<file path="src/rtl/duo_alu_pkg.sv">
package duo_alu_pkg;

    localparam int SEL_W = 2;

    typedef enum logic [SEL_W-1:0] {
        OP_AND = 2'b00,
        OP_ADD = 2'b01,
        OP_INV = 2'b10,
        OP_SHL = 2'b11
    } alu_op_e;

    typedef struct packed {
        logic cout;
        logic sum;
    } fa_out_t;

    function automatic fa_out_t full_add(input logic x, input logic y, input logic cin);
        fa_out_t r;
        r.sum  = x ^ y ^ cin;
        r.cout = (x & y) | (cin & (x ^ y));
        return r;
    endfunction

endpackage

</file>
<file path="src/rtl/duo_alu_adder.sv">
module duo_alu_adder
    import duo_alu_pkg::*;
#(
    parameter int WIDTH = 2
) (
    input  logic [WIDTH-1:0] x,
    input  logic [WIDTH-1:0] y,
    output logic [WIDTH-1:0] sum,
    output logic             cout
);
    logic [WIDTH:0] chain;
    assign chain[0] = 1'b0;

    for (genvar i = 0; i < WIDTH; i++) begin : g_bit
        fa_out_t fa;
        assign fa         = full_add(x[i], y[i], chain[i]);
        assign sum[i]     = fa.sum;
        assign chain[i+1] = fa.cout;
    end

    assign cout = chain[WIDTH];
endmodule

</file>
<file path="src/rtl/duo_alu_logic.sv">
module duo_alu_logic #(
    parameter int WIDTH = 2
) (
    input  logic [WIDTH-1:0] x,
    input  logic [WIDTH-1:0] y,
    output logic [WIDTH-1:0] and_out,
    output logic [WIDTH-1:0] inv_out
);
    for (genvar i = 0; i < WIDTH; i++) begin : g_bit
        assign and_out[i] = x[i] & y[i];
        assign inv_out[i] = ~x[i];
    end
endmodule

</file>
<file path="src/rtl/duo_alu_shift.sv">
module duo_alu_shift #(
    parameter int WIDTH = 2
) (
    input  logic [WIDTH-1:0] x,
    output logic [WIDTH-1:0] shl_out,
    output logic             shl_cout
);
    assign shl_out[0] = 1'b0;
    for (genvar i = 1; i < WIDTH; i++) begin : g_bit
        assign shl_out[i] = x[i-1];
    end
    assign shl_cout = x[WIDTH-1];
endmodule

</file>
<file path="src/rtl/duo_alu.sv">
module duo_alu
    import duo_alu_pkg::*;
#(
    parameter int WIDTH = 2
) (
    input  logic [WIDTH-1:0] opd_a,
    input  logic [WIDTH-1:0] opd_b,
    input  logic [SEL_W-1:0] op_sel,
    output logic [WIDTH-1:0] result,
    output logic             carry_out
);
    logic [WIDTH-1:0] add_sum;
    logic             add_cout;
    logic [WIDTH-1:0] and_val;
    logic [WIDTH-1:0] inv_val;
    logic [WIDTH-1:0] shl_val;
    logic             shl_cout;
    alu_op_e          op;

    assign op = alu_op_e'(op_sel);

    duo_alu_adder #(.WIDTH(WIDTH)) u_add (
        .x    (opd_a),
        .y    (opd_b),
        .sum  (add_sum),
        .cout (add_cout)
    );

    duo_alu_logic #(.WIDTH(WIDTH)) u_logic (
        .x       (opd_a),
        .y       (opd_b),
        .and_out (and_val),
        .inv_out (inv_val)
    );

    duo_alu_shift #(.WIDTH(WIDTH)) u_shift (
        .x        (opd_a),
        .shl_out  (shl_val),
        .shl_cout (shl_cout)
    );

    always_comb begin
        result    = '0;
        carry_out = 1'b0;
        unique case (op)
            OP_AND: result = and_val;
            OP_ADD: begin
                result    = add_sum;
                carry_out = add_cout;
            end
            OP_INV: result = inv_val;
            OP_SHL: begin
                result    = shl_val;
                carry_out = shl_cout;
            end
            default: begin
                result    = '0;
                carry_out = 1'b0;
            end
        endcase
    end
endmodule

</file>
<file path="config.mk">
export PLATFORM = sky130hd
export DESIGN_NAME = duo_alu
export DESIGN_NICKNAME = d
export VERILOG_FILES = /design/src/rtl/duo_alu_pkg.sv /design/src/rtl/duo_alu_adder.sv /design/src/rtl/duo_alu_logic.sv /design/src/rtl/duo_alu_shift.sv /design/src/rtl/duo_alu.sv
export SDC_FILE = /design/constraint.sdc
export NUM_CORES = 1
export LEC_CHECK = 0
export ABC_CLOCK_PERIOD_IN_PS = 1210
export CORE_AREA = 2 2 39 41
export DETAILED_ROUTE_END_ITERATION = 10
export DIE_AREA = 0 0 41 43
export DONT_BUFFER_PORTS = 1
export GPL_TIMING_DRIVEN = 0
export PLACE_DENSITY = 0.3
export SLEW_MARGIN = 20
export SYNTH_ARGS = -nofsm -noshare
export SYNTH_HDL_FRONTEND = slang
export SYNTH_HIERARCHICAL = 1
export SYNTH_SLANG_ARGS = --single-unit
export TNS_END_PERCENT = 20
</file>
<file path="constraint.sdc">
create_clock -name vclk -period 1.21
set_input_delay 0.0605 -clock vclk [all_inputs]
set_output_delay 0.0605 -clock vclk [all_outputs]
set_load 0.1 [all_outputs]
</file>
### Word level (Yosys, flattened, before mapping)

Cells that the tools add are included.

* equality and inequality tests: 3
* bitwise logic cells: 9
* multiplexer cells: 2
* reduce and logical (&&, ||, !) cells: 1

Operators with widths (number)
* 2-bit case mux with 4 select lines: 1
* 2-bit equality test (second input constant): 2
* 1-bit AND: 3
* 1-bit XOR: 3
* 2-bit by 1-bit equality test with 1-bit output (second input constant): 1
* 2-bit logical NOT: 1
* 1-bit NOT: 2
* 1-bit case mux with 2 select lines: 1
* 1-bit OR: 1

* input bits: 6
* register bits after elaboration: 0
* word-level logic and storage cells: 15

### Depth between registers and ports, before layout

Gate-level depths: netlist of the first run.

* depth after elaboration: 4
* depth in mapped cells: 6
* depth with buffers taken out: 6

### Cells and area by module

The synthesis of the first run kept the hierarchy.

Modules (own cells, without submodules)
* duo_alu: area an instance 68.8 um2, times used 1, cells each 4
* duo_alu_adder: area an instance 51.3 um2, times used 1, cells each 7
* duo_alu_shift: area an instance 26.3 um2, times used 1, cells each 4
* duo_alu_logic: area an instance 20.0 um2, times used 1, cells each 4

### Worst setup path after synthesis of the first run

No wires, ideal clock.

* path type: input -> output
* start point: input opd_b[0]
* end point: output carry_out
* arrival time: 2.012 ns
* stages on the path: 6
* required time: 1.150 ns
* setup slack: -0.862 ns
* cell sequence: ha_1 > inv_1 > fa_1 > inv_1 > mux2i_1 > nor2b_1

* cells in the longest elaborated chain, start to end: 4

Ends and longest elaborated chain
* start, declared: line duo_alu.sv:7 `input logic [WIDTH-1:0] opd_b,`
* 1-bit AND (2 in series): line duo_alu_pkg.sv:20 `r.cout = (x & y) | (cin & (x ^ y));`
* 1-bit OR: line duo_alu_pkg.sv:20
* named net add_cout: line duo_alu.sv:13 `logic add_cout;`
* 1-bit case mux with 2 select lines: line duo_alu.sv:45 `unique case (op)`
* end, declared: line duo_alu.sv:10 `output logic carry_out`

The timed path passes the listed nets, and every way through them passes these cells.

### Worst setup path in the final report of the first run

* start point: input opd_b[0]
* end point: output result[1]

* cells in the longest elaborated chain, start to end: 3

Ends and longest elaborated chain
* 1-bit AND: line duo_alu_pkg.sv:20
* 1-bit XOR: line duo_alu_pkg.sv:19 `r.sum = x ^ y ^ cin;`
* named net add_sum[1]: line duo_alu.sv:12 `logic [WIDTH-1:0] add_sum;`
* 2-bit case mux with 4 select lines: line duo_alu.sv:45
* end, declared: line duo_alu.sv:9 `output logic [WIDTH-1:0] result,`

The timed path passes the listed nets, and every way through them passes these cells.

==> metrics.txt, run 1 <==
num ports=9; Yosys Warn Count=6; Final period util=123%; Chip Width=roughly 40 um; CP required=roughly 1200 ps; sequential fraction of the synthesis area=0%; crit path DAT=around 1400 ps; setup_tns=-339 ps; Iter 0 DRT Violations=0; Finished Cell Area=around 200 um2; CLK BUF=0; Hold WC Path Type=input pin to primary output; first-pass GRT wire length=approximately 520 um; total core area=between 0.001 and 0.0015 mm2; syn avg cell area=about 8.8 um2; # Max-Cap Violations=0; final setup margin=-280 ps; cell taking the most area after synthesis=mux4_1; Synth area leaders=mux4_1, inv_1, buf_4, fa_1, and2_1; Final min period=approximately 1500 ps; antenna violations before repair=0; setup bufs post-CTS=0; DP Wirelength=about 300 um; final hold violation count=0; Synthesized Nets=27; Chip Height=about 43 um; DR WL/cell=8.97 um; final setup fails=2; Setup Slack @ Placement=-312 ps; DRT Pass-1 Iters=1; via count=118; largest net degree at the start of global routing=5; maximum fanout along the worst path=2; Setup crit start kind=input pin; DP Area=just over 200 um2; Slew HR=around 60%; register area=0 um2; Finished Core Util=between 10% and 20%; Design Power=around 130 uW; CTS Hold Bufs=0; status=finished with violations; post-route ant nets=0; Rows=14; Least-Margin Pin Slew=between 600 and 700 ps; RSZ-0062 raised after global routing=yes; total wire length=about 310 um; DIE AREA=0.00176 mm2; Seq Cell Count=0; vias in the first global route=roughly 120; ratio of cells with drive above 1 in the final layout=a little over half; grt ovf=0; I/O Buffers=0; DRC viols=0; Max VDD drop=roughly 0.18 mV; ant diodes=0; Synth top area share=31.6%; fmax=about 670 MHz; Synth cell types=9; synthesized area=approximately 170 um2; CP Class=input pin to primary output; vias per inst=approximately 3.4; pwr dens=~660 mW/mm2; failing checks=setup timing; Initial Utilization=12.0%; fin. max-slew vios=0; area delta synth->final=21.8%; Routability Congestion=about 0.55; Critical Path Sink Type=primary output; Syn Inst Count=19; GRT Util Overall=between 4 and 5%; P_leak=roughly 0.096 nW; fin nets=29
-- metal layers --
layer	vias up	share of wire (%)	GRT usage [%]	routed length, um
met2	9	37	5.94	116
met1	56	39	5.75	123
li1	53	-	-	-
met3	0	24	2.09	74
met5	-	0	0	0
met4	0	0	0	0
-- final cells by class --
type                       instances  area (um2)
fill                             161        1180
multi-input combinational          9         134
inverter                           7        26.3
tap                               16        20.0
buffer                             3        22.5
-- where the power goes --
group	total, mW	leakage [nW]	internal (mW)	switching [mW]
Combinational	0.134	0.0964	0.0359	0.0978
Sequential	0	0	0	0
Clock	0	0	0	0
-- synthesized netlist by cell type, drive strengths merged --
library cell  instances
ha                    1
nor2b                 1
inv                   7
conb                  1
buf                   3
mux4                  2
and2                  2
mux2i                 1
fa                    1
-- worst max-delay path, cell delays in order --
cell and delay (ps):
ha_4 110, inv_2 30, fa_1 470, inv_1 40, mux4_2 720
-- layout by cell type (no fill, tap or decap) --
cell	instances
nor2b_4	1
inv_2	2
inv_1	5
fa_1	1
ha_4	1
and2_1	2
buf_4	3
mux4_2	2
conb_1	1
mux2i_2	1
-- logic make-up (layout without fill, tap and decap cells) --
logic type	Yosys count	after routing	share of synthesized area [%]
muxes	3	3	37.6
buffers and inverters	10	10	29.3
and+or+nand+nor	3	3	11.3
adders and majority gates	2	2	19.5
other	1	1	2.25
-- worst paths after layout --
| path | startpoint | endpoint | slack, ps | depth (start not counted) |
|---|---|---|---|---|
| setup / recovery | opd_b[0] | result[1] | -280 | 5 |
| hold / removal | op_sel[0] | carry_out | 330 | 1 |
-- through the flow --
step	std cells	hold WS [ps]
after floorplan	19	325
after detailed placement	35	328
final	35	328
after global placement	35	328
after CTS	35	328
after global routing	35	329
-- timing repair --
item,4_1_cts,5_1_grt
pin swaps,1,0
endpoints found under the setup margin,3,2
resized for setup,2,1
Power figures use the tool's default switching activity.
==> inputs of run 2 (changes only) <==
ABC_CLOCK_PERIOD_IN_PS = 1900   (was 1210)
clock period = 1.9 ns   (was 1.21 ns; I/O delays follow)
==> run 2 against run 1 <==
The flow now finishes without violations. Critical path type unchanged. Clock-buffer cell count unchanged. Largest cell class unchanged. Combinational power down 42%. Critical path depth unchanged. Die area unchanged. Total power down 42%. Via count down 3.4%. Worst setup slack better by 370 ps. First-iteration DRC count unchanged. Sequential share of layout area unchanged. Non-clock buffer count unchanged.
==> metrics.txt, run 2 (same netlist as run 1, synthesis figures left out) <==
CLK BUF=0; vias per inst=3.26; Initial Utilization=between 10 and 15%; DP Area=around 190 um2; commonest cells after routing, fill and taps aside=inv_1, buf_4, mux4_1, and2_1; Setup crit start kind=input pin; Max VDD drop=0.0837 mV; Chip Height=43 um; internal power=17.9 uW; fin. max-slew vios=0; Logic pwr share=100.0%; CP Cell Sequence=ha_1 -> inv_1 -> fa_1 -> inv_1 -> mux4_1; fmax=~550 MHz; ratio of cells with drive above 1 in the final layout=21.1%; most used cell, CP=inv_1; status=completed; Iter 0 DRT Violations=0; Max stage delay on crit path=940 ps; fin nets=29; antenna violations before repair=0; Final period util=around 96%; min-delay src=op_sel[0]; Least-Margin Pin Slew=approximately 1100 ps; DP Wirelength=about 280 um; total wire length=roughly 290 um; hold endpoint=carry_out; Finished Cell Area=about 190 um2; I/O Buffers=0; crit path DAT=approximately 1700 ps; Hold WC Path Type=input pin to primary output; Seq pwr share=0%; largest net degree at the start of global routing=5; DRC viols=0; vias in the first global route=between 100 and 150; register area=0 um2; Top Family by Delay on Critical Path=multiplexers; DRT Pass-1 Iters=1; CTS Hold Bufs=0; DR WL/cell=8.14 um; Rows=14; Final min period=1820 ps; setup bufs post-CTS=0; hold path cells=1; P_leak=around 0.11 nW; Critical Path Sink Type=primary output; Net Switching=59.5 uW; commonest non-fill, non-tap cell in the layout=inv_1; num ports=9; ant diodes=0; grt ovf=0; critical path's slowest cell=mux4_1; # Max-Cap Violations=0; cts repair resizes=0; Worst Path Buf+Inv=2; DIE AREA=approximately 0.0018 mm2; final setup fails=0; first-pass GRT wire length=around 410 um; Routability Congestion=0.558; RSZ-0062 raised after global routing=no; post-route ant nets=0; Chip Width=between 40 and 50 um; CP required=around 1800 ps; CP Class=input pin to primary output; Slew HR=~28%; clock power share=0%; via count=approximately 110; area delta synth->final=13.5%; Hold WS=503 ps; GRT Util Overall=3.21%; filler instances=roughly 160; pwr dens=slightly above 400 mW/mm2; Sw Share=about three quarters; maximum fanout along the worst path=2; final hold violation count=0; Seq Cell Count=0; setup_tns=0 ps; total core area=about 0.0014 mm2
## run 2: final cells by class
class                           instances  area (um2)  share of cell area, %
Multi-Input combinational cell          9         120                   63.6
Tap cell                               16        20.0                   10.6
Inverter                                7        26.3                   13.9
Buffer                                  3        22.5                   11.9
## run 2: metrics by stage
step           cells  setup WS [ps]  power (mW)  utilization, %
6_report          35           84.6      0.0774            13.7
5_1_grt           35           30.5      0.0819            13.7
4_1_cts           35           70.3      0.0784            13.7
3_5_place_dp      35           72.6      0.0783            13.7
3_3_place_gp      35           91.6      0.0764            13.7
2_1_floorplan     19            120      0.0746               -
## run 2: layer usage
layer / vias up / track usage, % / routed length, um
met5: - / 0 / 0
met4: 0 / 0 / 0
met3: 0 / 2.09 / 72
met2: 9 / 5.31 / 96
met1: 50 / 3.51 / 116
li1: 55 / - / -
## run 2: worst max path at each step
stage / from / end / slack [ps] / depth (start not counted)
floorplan: opd_b[0] / result[1] / 120 / 5
global placement: opd_b[0] / result[1] / 90 / 5
detailed placement: opd_b[0] / result[1] / 70 / 5
CTS: opd_b[0] / result[1] / 70 / 5
global route: opd_b[0] / result[1] / 30 / 5
finish: opd_b[0] / result[1] / 80 / 5
## run 2: power groups by stage
stage | Clock [mW] | Combinational, mW | Sequential (mW)
floorplan | 0 | 0.0746 | 0
global placement | 0 | 0.0764 | 0
detailed placement | 0 | 0.0783 | 0
CTS | 0 | 0.0784 | 0
global route | 0 | 0.0819 | 0
finish | 0 | 0.0774 | 0
==> inputs of run 3 (changes only) <==
CELL_PAD_IN_SITES_DETAIL_PLACEMENT = 1   (was not set)
CELL_PAD_IN_SITES_GLOBAL_PLACEMENT = 1   (was not set)
PLACE_DENSITY = 0.34   (was 0.3)
==> run 3 against run 2 <==
Global-route usage up 0.90 points. Die area unchanged. First-iteration DRC count unchanged. Worst setup slack worse by 10 ps. Worst hold slack worse by 1.8 ps. Sequential share of layout area unchanged. Core utilization unchanged. Total power up 0.33%. Critical path type unchanged. Largest cell class unchanged.
==> metrics.txt, run 3 (same netlist as run 1, synthesis figures left out) <==
CP Cell Sequence=ha_1 -> inv_1 -> fa_1 -> inv_1 -> mux4_1; fin cells=35; filler instances=between 150 and 200; vias per inst=3.34; Slew HR=about 30%; fmax=around 550 MHz; status=completed; final hold violation count=0; final setup margin=around 74 ps; crit path DAT=around 1700 ps; commonest non-fill, non-tap cell in the layout=inv_1; M1 WL=around 160 um; maximum fanout along the worst path=2; area delta synth->final=13.5%; Design Power=between 70 and 80 uW; total wire length=335 um; Chip Width=roughly 41 um; placed cells=35; total core area=~0.0014 mm2; CP Class=input pin to primary output; DP Area=189 um2; ant diodes=0; via count=117; post-route ant nets=0; Seq Cell Count=0; Rows=14; commonest cells after routing, fill and taps aside=inv_1, buf_4, mux4_1, and2_1; most used cell, CP=inv_1; vias in the first global route=127; register area=0 um2; largest net degree at the start of global routing=5; pwr dens=slightly above 400 mW/mm2; Iter 0 DRT Violations=0; I/O Buffers=0; Critical Path Sink Type=primary output; Setup crit start kind=input pin; grt ovf=0; DRC viols=0; antenna violations before repair=0; Met3 Wirelength=52 um; Setup Slack @ Placement=between 70 and 80 ps; Initial Utilization=12.0%; CLK BUF=0; hold endpoint=carry_out; hold path cells=1; Routability Congestion=~0.55; met2 routed WL=about 130 um; first-pass GRT wire length=~520 um; critical path's slowest cell=mux4_1; Final period util=96.1%; Max VDD drop=around 0.13 mV; Finished Cell Area=189 um2; num ports=9; Chip Height=43 um; DR WL/cell=about 9.6 um; setup bufs post-CTS=0; GRT Util Overall=a little over 4%; cts repair resizes=0; Final min period=1830 ps; Hold WC Path Type=input pin to primary output; CP required=approximately 1800 ps; Max stage delay on crit path=roughly 940 ps; setup_tns=0 ps; ratio of cells with drive above 1 in the final layout=a little over a fifth; RSZ-0062 raised after global routing=no; min-delay src=op_sel[0]; final setup fails=0; DRT Pass-1 Iters=1; fin nets=29; DIE AREA=0.00176 mm2; CTS Hold Bufs=0; top routing layer in use=met3; P_leak=between 0.1 and 0.15 nW; fin. max-slew vios=0; # Max-Cap Violations=0; Least-Margin Pin Slew=1060 ps
## run 3: routing by layer
metal / global-route usage (%) / up-vias
li1: - / 55
met2: 6.25 / 9
met5: 0 / -
met1: 6.39 / 53
met4: 0 / 0
met3: 0.524 / 0
## run 3: critical path: cells and delay by family
kind / cells / cell delay [ps]
buffers and inverters: 2 / 80
adder cells (fa/ha/maj): 2 / 600
multiplexers: 1 / 940
## run 3: worst max path at each step
stage | depth (start not counted) | slack, ps | end | startpoint
finish | 5 | 70 | result[1] | opd_b[0]
CTS | 5 | 70 | result[1] | opd_b[0]
global route | 5 | 20 | result[1] | opd_b[0]
global placement | 5 | 80 | result[1] | opd_b[0]
detailed placement | 5 | 80 | result[1] | opd_b[0]
floorplan | 5 | 120 | result[1] | opd_b[0]
## run 3: area by class of cell
type	count	area, um2	area share [%]
multi-input cells	9	120	63.6
plain buffers	3	22.5	11.9
inverters	7	26.3	13.9
well taps	16	20.0	10.6
## run 3: metrics by stage
step | util (%) | hold slack (ps)
2_1_floorplan | - | 499
3_3_place_gp | 13.7 | 503
3_5_place_dp | 13.7 | 502
4_1_cts | 13.7 | 502
5_1_grt | 13.7 | 504
6_report | 13.7 | 501
## run 3: where the power goes
group	switching, mW	internal, mW	total [mW]
logic	0.0597	0.0180	0.0777
registers	0	0	0
clock network	0	0	0
total	0.0597	0.0180	0.0777
